===== config.mk =====
export PLATFORM = sky130hd
export DESIGN_NAME = auto_serial_xfer
export DESIGN_NICKNAME = d
export VERILOG_FILES = /design/src/rtl/asx_pkg.sv /design/src/rtl/asx_buffer.sv /design/src/rtl/asx_shifter.sv /design/src/rtl/asx_seq.sv /design/src/rtl/auto_serial_xfer.sv
export SDC_FILE = /design/constraint.sdc
export NUM_CORES = 1
export LEC_CHECK = 0
export BUFFER_PORTS_ARGS = -buffer_cell sky130_fd_sc_hd__buf_4
export CORE_MARGIN = 2
export CORE_UTILIZATION = 45
export CTS_BUF_LIST = sky130_fd_sc_hd__clkbuf_4 sky130_fd_sc_hd__clkbuf_8
export CTS_CLUSTER_DIAMETER = 200
export DETAILED_ROUTE_END_ITERATION = 10
export GPL_ROUTABILITY_DRIVEN = 1
export PLACE_DENSITY = 0.61
export SETUP_SLACK_MARGIN = 0.4
export SLEW_MARGIN = 20
export SYNTH_ARGS = -nofsm -noshare
export SYNTH_HDL_FRONTEND = slang
export SYNTH_SLANG_ARGS = --single-unit

===== constraint.sdc =====
create_clock -name clk -period 5.9 [get_ports clk]
set_input_delay 0.885 -clock clk [delete_from_list [all_inputs] [get_ports clk]]
set_output_delay 0.885 -clock clk [all_outputs]
set_load 0.03 [all_outputs]

===== src/rtl/asx_pkg.sv =====
package asx_pkg;

  typedef enum logic [1:0] {
    S_IDLE  = 2'd0,
    S_LOAD  = 2'd1,
    S_SHIFT = 2'd2,
    S_GAP   = 2'd3
  } asx_state_t;

  // Effective byte count: 0 behaves as 1, anything past depth saturates.
  function automatic int unsigned clamp_len(int unsigned len, int unsigned depth);
    if (len == 0) return 1;
    if (len > depth) return depth;
    return len;
  endfunction

  // Gap counter preload so that SCK rests high for (2*g+1)*half cycles.
  function automatic int unsigned gap_load(int unsigned g, int unsigned half);
    int unsigned eff;
    eff = (g == 0) ? 1 : g;
    return eff * 2 * half - 1;
  endfunction

endpackage


===== src/rtl/asx_buffer.sv =====
module asx_buffer #(
  parameter int DEPTH = 32,
  parameter int AW    = $clog2(DEPTH)
) (
  input  logic          clk,
  input  logic          host_wr,
  input  logic [AW-1:0] host_addr,
  input  logic [7:0]    host_wdata,
  output logic [7:0]    host_rdata,
  input  logic          eng_wr,
  input  logic [AW-1:0] eng_addr,
  input  logic [7:0]    eng_wdata,
  output logic [7:0]    eng_rdata
);
  logic [7:0] mem [DEPTH];

  // Engine write takes precedence over a host write in the same cycle.
  always_ff @(posedge clk) begin
    if (eng_wr) mem[eng_addr] <= eng_wdata;
    else if (host_wr) mem[host_addr] <= host_wdata;
  end

  assign host_rdata = mem[host_addr];
  assign eng_rdata  = mem[eng_addr];
endmodule


===== src/rtl/asx_shifter.sv =====
module asx_shifter #(
  parameter int HALF_DIV = 2
) (
  input  logic       clk,
  input  logic       rst_n,
  input  logic       start,
  input  logic [7:0] tx_byte,
  input  logic       si,
  output logic       sck,
  output logic       so,
  output logic [7:0] rx_byte,
  output logic       byte_done
);
  localparam int HW = (HALF_DIV > 1) ? $clog2(HALF_DIV) : 1;
  localparam logic [HW-1:0] HMAX = HW'(HALF_DIV - 1);

  logic          active;
  logic          sck_r;
  logic          so_r;
  logic [HW-1:0] hcnt;
  logic [2:0]    bitn;
  logic [7:0]    sh_tx;
  logic [7:0]    sh_rx;
  logic          half_end;

  assign half_end  = (hcnt == HMAX);
  assign byte_done = active && sck_r && half_end && (bitn == 3'd7);

  always_ff @(posedge clk or negedge rst_n) begin
    if (!rst_n) begin
      active <= 1'b0;
      sck_r  <= 1'b1;
      so_r   <= 1'b0;
      hcnt   <= '0;
      bitn   <= '0;
      sh_tx  <= '0;
      sh_rx  <= '0;
    end else if (start) begin
      active <= 1'b1;
      sck_r  <= 1'b0;
      so_r   <= tx_byte[7];
      sh_tx  <= {tx_byte[6:0], 1'b0};
      hcnt   <= '0;
      bitn   <= '0;
    end else if (active) begin
      if (half_end) begin
        hcnt <= '0;
        if (!sck_r) begin
          sck_r <= 1'b1;
          sh_rx <= {sh_rx[6:0], si};
        end else if (bitn == 3'd7) begin
          active <= 1'b0;
          so_r   <= 1'b0;
        end else begin
          sck_r <= 1'b0;
          so_r  <= sh_tx[7];
          sh_tx <= {sh_tx[6:0], 1'b0};
          bitn  <= bitn + 3'd1;
        end
      end else begin
        hcnt <= hcnt + HW'(1);
      end
    end
  end

  assign sck     = sck_r;
  assign so      = so_r;
  assign rx_byte = sh_rx;
endmodule


===== src/rtl/asx_seq.sv =====
module asx_seq
  import asx_pkg::*;
#(
  parameter int DEPTH    = 32,
  parameter int HALF_DIV = 2,
  parameter int AW       = $clog2(DEPTH),
  parameter int CW       = AW + 1,
  parameter int IW       = 4
) (
  input  logic          clk,
  input  logic          rst_n,
  input  logic          ser_en,
  input  logic [CW-1:0] xfer_len,
  input  logic [IW-1:0] gap_len,
  input  logic          shift_wr,
  input  logic          irq_clr,
  input  logic          byte_done,
  output logic          start,
  output logic [AW-1:0] eng_addr,
  output logic          eng_wr,
  output logic          gap_active,
  output logic          busy,
  output logic          irq
);
  localparam int GW = $clog2(((1 << IW) - 1) * 2 * HALF_DIV + 1);

  asx_state_t    state;
  logic [AW-1:0] ptr;
  logic [AW-1:0] last;
  logic [GW-1:0] gcnt;
  logic [GW-1:0] gload;
  logic          busy_r;
  logic          irq_r;
  logic          run_end;

  assign run_end = (state == S_SHIFT) && byte_done && (ptr == last);

  always_ff @(posedge clk or negedge rst_n) begin
    if (!rst_n) begin
      state  <= S_IDLE;
      ptr    <= '0;
      last   <= '0;
      gcnt   <= '0;
      gload  <= '0;
      busy_r <= 1'b0;
    end else begin
      unique case (state)
        S_IDLE: if (shift_wr && ser_en) begin
          busy_r <= 1'b1;
          ptr    <= '0;
          last   <= AW'(clamp_len(32'(xfer_len), DEPTH) - 1);
          gload  <= GW'(gap_load(32'(gap_len), HALF_DIV));
          state  <= S_LOAD;
        end
        S_LOAD: state <= S_SHIFT;
        S_SHIFT: if (byte_done) begin
          if (ptr == last) begin
            busy_r <= 1'b0;
            state  <= S_IDLE;
          end else begin
            gcnt  <= gload;
            state <= S_GAP;
          end
        end
        S_GAP: begin
          if (gcnt == GW'(1)) begin
            ptr   <= ptr + AW'(1);
            state <= S_LOAD;
          end else begin
            gcnt <= gcnt - GW'(1);
          end
        end
        default: state <= S_IDLE;
      endcase
    end
  end

  always_ff @(posedge clk or negedge rst_n) begin
    if (!rst_n) irq_r <= 1'b0;
    else if (run_end) irq_r <= 1'b1;
    else if (irq_clr) irq_r <= 1'b0;
  end

  assign start      = (state == S_LOAD);
  assign eng_wr     = (state == S_SHIFT) && byte_done;
  assign eng_addr   = ptr;
  assign gap_active = (state == S_GAP);
  assign busy       = busy_r;
  assign irq        = irq_r;
endmodule


===== src/rtl/auto_serial_xfer.sv =====
module auto_serial_xfer #(
  parameter int DEPTH    = 32,
  parameter int HALF_DIV = 2,
  parameter int AW       = $clog2(DEPTH),
  parameter int CW       = AW + 1,
  parameter int IW       = 4
) (
  input  logic          clk,
  input  logic          rst_n,
  input  logic          ser_en,
  input  logic [CW-1:0] xfer_len,
  input  logic [IW-1:0] gap_len,
  input  logic          shift_wr,
  input  logic          irq_clr,
  input  logic [AW-1:0] host_addr,
  input  logic          host_wr,
  input  logic [7:0]    host_wdata,
  output logic [7:0]    host_rdata,
  input  logic          si,
  output logic          sck,
  output logic          so,
  output logic          busy,
  output logic          irq
);
  logic          start;
  logic          byte_done;
  logic          gap_active;
  logic          eng_wr;
  logic [AW-1:0] eng_addr;
  logic [7:0]    eng_rdata;
  logic [7:0]    rx_byte;

  asx_seq #(
    .DEPTH(DEPTH), .HALF_DIV(HALF_DIV), .AW(AW), .CW(CW), .IW(IW)
  ) u_seq (
    .clk(clk), .rst_n(rst_n), .ser_en(ser_en), .xfer_len(xfer_len),
    .gap_len(gap_len), .shift_wr(shift_wr), .irq_clr(irq_clr),
    .byte_done(byte_done), .start(start), .eng_addr(eng_addr),
    .eng_wr(eng_wr), .gap_active(gap_active), .busy(busy), .irq(irq)
  );

  asx_shifter #(.HALF_DIV(HALF_DIV)) u_shift (
    .clk(clk), .rst_n(rst_n), .start(start), .tx_byte(eng_rdata),
    .si(si), .sck(sck), .so(so), .rx_byte(rx_byte), .byte_done(byte_done)
  );

  asx_buffer #(.DEPTH(DEPTH), .AW(AW)) u_buf (
    .clk(clk), .host_wr(host_wr), .host_addr(host_addr),
    .host_wdata(host_wdata), .host_rdata(host_rdata),
    .eng_wr(eng_wr), .eng_addr(eng_addr), .eng_wdata(rx_byte),
    .eng_rdata(eng_rdata)
  );
endmodule


After elaboration in Yosys (flattened, before gate mapping)
Memory sizes are Yosys's and may differ from the RTL's.
Cells that the tools add are included.
Widths: inputs -> output; s select.
{"block": "op_classes", "add_sub_neg": 6, "magnitude_cmp": 1, "n_eq_ne": 13, "mux": 68, "bitwise": 2, "reduce_logical": 26}
{"cell": "$mux 8", "count": 6}
{"cell": "$mux 1", "count": 38}
{"cell": "$mux 5", "count": 7}
{"cell": "$mux 6", "count": 3}
{"cell": "$reduce_and 4->1", "count": 4}
{"cell": "$mux 3", "count": 5}
{"cell": "$reduce_bool 2->1", "count": 7}
{"cell": "$pmux 6 s2", "count": 1}
{"cell": "$sub 6x1->6 const B", "count": 2}
{"cell": "$pmux 5 s2", "count": 1}
{"cell": "$reduce_and 3->1", "count": 3}
{"cell": "$mux 2", "count": 4}
{"cell": "$ne 2x2->1 const B", "count": 4}
{"cell": "$pmux 2 s4", "count": 1}
{"cell": "$reduce_or 8->1", "count": 1}
{"cell": "$eq 6x1->1 const B", "count": 1}
{"cell": "$gt 6x6->1 const B", "count": 1}
{"cell": "$logic_and 1x1->1", "count": 6}
{"cell": "$logic_not 6->1", "count": 1}
{"cell": "$ne 2x1->1 const B", "count": 3}
{"cell": "$add 5x1->5 const B", "count": 1}
{"cell": "$eq 5x5->1", "count": 1}
{"cell": "$sub 5x1->5 const B", "count": 1}
{"cell": "$eq 2x2->1 const B", "count": 2}
{"cell": "other kinds (10)", "count": 12}
{"block": "totals", "reg_bits": 49, "ramBits": 256, "inputBits": 30, "out_inout_bits": 12, "memories": 1}
{"memory": "u_buf.mem", "depth": 32, "word_bits": 8, "rd": 2, "rd_clocked_by_memory_dff": 0, "wr": 1, "line": "asx_buffer.sv:15", "source": "logic [7:0] mem [DEPTH];"}

Depth between registers and ports, before layout
{"block": "logic_depth", "ltp_word": 12, "ltp_mapped": 8, "ltp_nobuf": 7}

Hierarchy
From an unflattened synthesis, not the netlist that was laid out.
{"block": "hier_totals", "cells_unflattened": 789, "area_unflattened_um2": 14794.2}
{"module": "asx_buffer", "n_inst": 1, "cells_per_inst": 538, "area_per_inst_um2": 12129.1}
{"module": "asx_seq", "n_inst": 1, "cells_per_inst": 180, "area_per_inst_um2": 1629.1}
{"module": "asx_shifter", "n_inst": 1, "cells_per_inst": 71, "area_per_inst_um2": 1036.0}

Worst setup path after synthesis
No wires, ideal clock.
{"block": "synth_timing", "path_type": "input port to output port", "startpoint": "in host_addr[1]", "endpoint": "out host_rdata[0]", "arrival_time_ns": 2.726, "required_time_ns": 5.015, "setup_slack_ns": 2.289, "path_stages": 6, "path_cell_list": "clkbuf_1 buf_2 clkbuf_1 mux4_2 mux4_2 mux2_2"}
{"block": "synth_between", "elab_chain_cells": 1}
{"item": "start: declaration", "line": "auto_serial_xfer.sv:15", "source": "input logic [AW-1:0] host_addr,"}
{"item": "$mem_v2 32x8"}
{"item": "end: declaration", "line": "auto_serial_xfer.sv:18", "source": "output logic [7:0] host_rdata,"}
No other way between the ends.

Final worst setup path
{"block": "layout_timing", "startpoint": "in host_addr[0]", "endpoint": "out host_rdata[0]"}
Same word-level chain as after synthesis.

==> impl_metrics.csv <==
group,metric,value,unit
outcome,outcome,"finished clean",
clock_tree,path_clk_slew,0.06,ns
synthesis,synth-simple-area-share,6.40,%
sta,fin_crit,4.44,ns
drt,wl,39000,µm
finish,area_growth,12.6,%
die,row_count,66,
drt,postRouteAntennaNets,0,
synthesis,yosys-top-cells-count,"256 x edfxtp_1, 111 x mux4_2, 63 x nand2_1, 57 x mux2i_1, 57 x nor2_1",
clock_tree,postCtsSetupRepairBufs,0,
clock_tree,clkSinkCount,303,
synthesis,synth.most_common_cell,"edfxtp_1",
sta,fin_hold_ws,0.297,ns
finish,n_antenna_cell,0,
global_routing,gr-usage-all-layers,23.5,%
power,vdd.ir_drop.worst,0.000170,V
synthesis,synth_fa_ha_area_share,0.939,%
synthesis,synth.distinct_cells,59,
clock_tree,htree_levels,2,
critical_path,cp.required,5.02,ns
die,die_w,184,µm
synthesis,synth_top_family_by_area,"multiplexers",
power,leakage,5.89,nW
run,max_cap_viol_count,0,
synthesis,synth_nets,949,
synthesis,synth_area_leaders,"edfxtp_1 52%, mux4_2 17%, dfrtp_1 7.9%",
finish,nFillCells,2666,
sta,maxSlewHeadroom,23.5,%
critical_path,cp_data_arrival_time,3.56,ns
synthesis,synth-xor-area-share,0.658,%
synthesis,syn_inst,908,
power,p_per_area,280,nW/µm²
die,core,32300,µm²
sta,fin_crit_sh,75.3,%
drt,drc,0,
synthesis,ys_async_sr_fraction,15.5,%
die,ios,42,
sta,rsz0062_at_grt,"false",
clock_tree,clock_path_buffers,3,
global_routing,antenna_found_initial,1,
synthesis,yosysSeqAreaShare,60.5,%
sta,tightest_slew,1.14,ns
sta,setup_tns,0,ns
finish,finish.net_count,1007,
place,dp_hpwl,25200,µm
global_routing,grt_overflow,0,
global_routing,grt_pass1_wl,57600,µm
global_routing,grt_pass1_vias,8823,
drt,routedWlPerCell,26.9,µm
place,gp_congestion,0.874,
critical_path,worst-setup-path-type,"in2out",
synthesis,synth_seq_cells,303,
synthesis,synth-compound-area-share,5.13,%
finish,final_util,51.1,%
die,start_util,45.4,%
synthesis,syn_area,14700,µm²
sta,hold_viol,0,
synthesis,muxShareOfSynthArea,24.0,%
drt,viasPerCell,6.13,
synthesis,postSynthAreaPerCell,16.1,µm²
sta,setup_viol,0,
sta,max_freq,225,MHz
finish,layout-drive-gt1-share,28.0,%
clock_tree,clk_latency,0.60,ns
synthesis,synth_edf_count,256,
critical_path,endpoint_kind,"output pin",
synthesis,synth_top_flop_cell,"edfxtp_1",
synthesis,yosysWarningCount,0,
drt,firstDrtPassIters,5,
clock_tree,cts_inserted_buffers,52,
global_routing,grt_max_degree,69,
sta,clock_skew,0.0205,ns
die,die_h,184,µm
worst_hold_path,min_path_type,"in2async",
clock_tree,cts_tree,"done",
drt,drtIter0Drc,871,
synthesis,yosys.area.top_type_share,52.5,%
clock_tree,hold_buffers,0,
sta,drv_slew,0,
critical_path,crit_fanout,44,
power,p_total,4.63,mW
drt,route.vias.total,8898,
critical_path,startpoint_type,"input pin",
clock_tree,ctsResizeCount,0,
place,io_buffers,41,
clock_tree,cts_root_buf,"clkbuf_8",
die,die_area,34000,µm²
synthesis,yosysTopAreaCell,"edfxtp_1",
==> critical path: stages <==
cell and delay (ns):
buf_4 0.68, buf_12 0.31, mux4_4 0.65, mux4_2 0.46, mux2_2 0.32, buf_4 0.18
==> kinds of logic after synthesis <==
family | Yosys count
XOR/XNOR | 11
AND/OR/NAND/NOR | 202
flip-flops | 303
adder cells (fa/ha/maj) | 11
buffers and inverters | 74
AO/OA/AOI/OAI | 111
multiplexers | 196
==> state kept, by name, indices dropped and copies added, names as in the netlist <==
| register | count |
|---|---|
| u_buf.mem | 256 |
| u_seq.gload | 5 |
| u_shift.sh_tx | 7 |
| u_seq.state | 2 |
| u_shift.sck | 1 |
| u_shift.so | 1 |
| u_seq.irq | 1 |
| u_seq.last | 5 |
| u_shift.active | 1 |
| u_shift.rx_byte | 8 |
| u_seq.busy | 1 |
| u_shift.bitn | 3 |
| u_shift.half_end | 1 |
| u_seq.eng_addr | 5 |
| u_seq.gcnt | 6 |
==> final timing paths <==
path,startpoint,end,slack [ns],cells after the start
max reg2reg,u_seq.eng_addr[0]$_DFFE_PN0P_,u_shift.sh_tx[7]$_DFFE_PN0P_,2.55,5
max in group asynchronous,rst_n,u_seq.eng_addr[0]$_DFFE_PN0P_,5.15,1
max,host_addr[0],host_rdata[0],1.46,6
min in group clk,irq_clr,u_seq.irq$_DFFE_PN0P_,0.46,2
min,rst_n,u_seq.last[4]$_DFFE_PN0P_,0.30,1
min reg2reg,u_seq.gload[1]$_DFFE_PN0P_,u_seq.gload[1]$_DFFE_PN0P_,0.47,1
==> power breakdown <==
part	switching (mW)	leakage, nW	internal [mW]	total [mW]
sequential	0.00657	2.91	2.36	2.36
combinational	0.168	2.41	0.109	0.277
clock	0.886	0.573	1.10	1.99
total	1.06	5.89	3.56	4.63
==> cell type report <==
class / count / area, µm² / area share (%)
Clock buffer: 71 / 921 / 5.58
Clock inverter: 26 / 169 / 1.02
Inverter: 16 / 60.1 / 0.364
Multi-Input combinational cell: 531 / 5450 / 33.0
Sequential cell: 303 / 8870 / 53.8
Tap cell: 442 / 553 / 3.35
Timing Repair Buffer: 62 / 478 / 2.90
==> per-layer routing <==
metal | track usage (%) | vias up | wire (µm)
met5 | 0 | - | 0
met4 | 7.49 | 0 | 1090
met3 | 5.26 | 66 | 3210
met2 | 37.4 | 385 | 18700
met1 | 32.4 | 4622 | 16000
li1 | - | 3825 | -
==> stage by stage <==
stage / instance area (µm²) / cells / setup slack [ns]
floorplan: 14700 / 908 / 2.29
CTS: 16500 / 1451 / 1.40
global route: 16500 / 1451 / 1.30
global placement: 15400 / 1354 / 1.40
finish: 16500 / 1451 / 1.46
detailed placement: 15400 / 1354 / 1.40
==> cell usage in the layout (no fill, tap or decap), drive strengths merged, types with 9 or more instances in the layout <==
master,count
mux4,120
nand3,13
mux2i,57
ha,11
o21ai,18
dfrtp,46
nand2,63
nor4,14
clkinv,22
xnor2,10
mux2,19
a2111oi,10
nor3,20
a211oi,9
nor2,58
o22ai,21
buf,62
nor2b,9
a21oi,15
edfxtp,256
inv,17
clkbuf,71
Power figures use the tool's default switching activity.
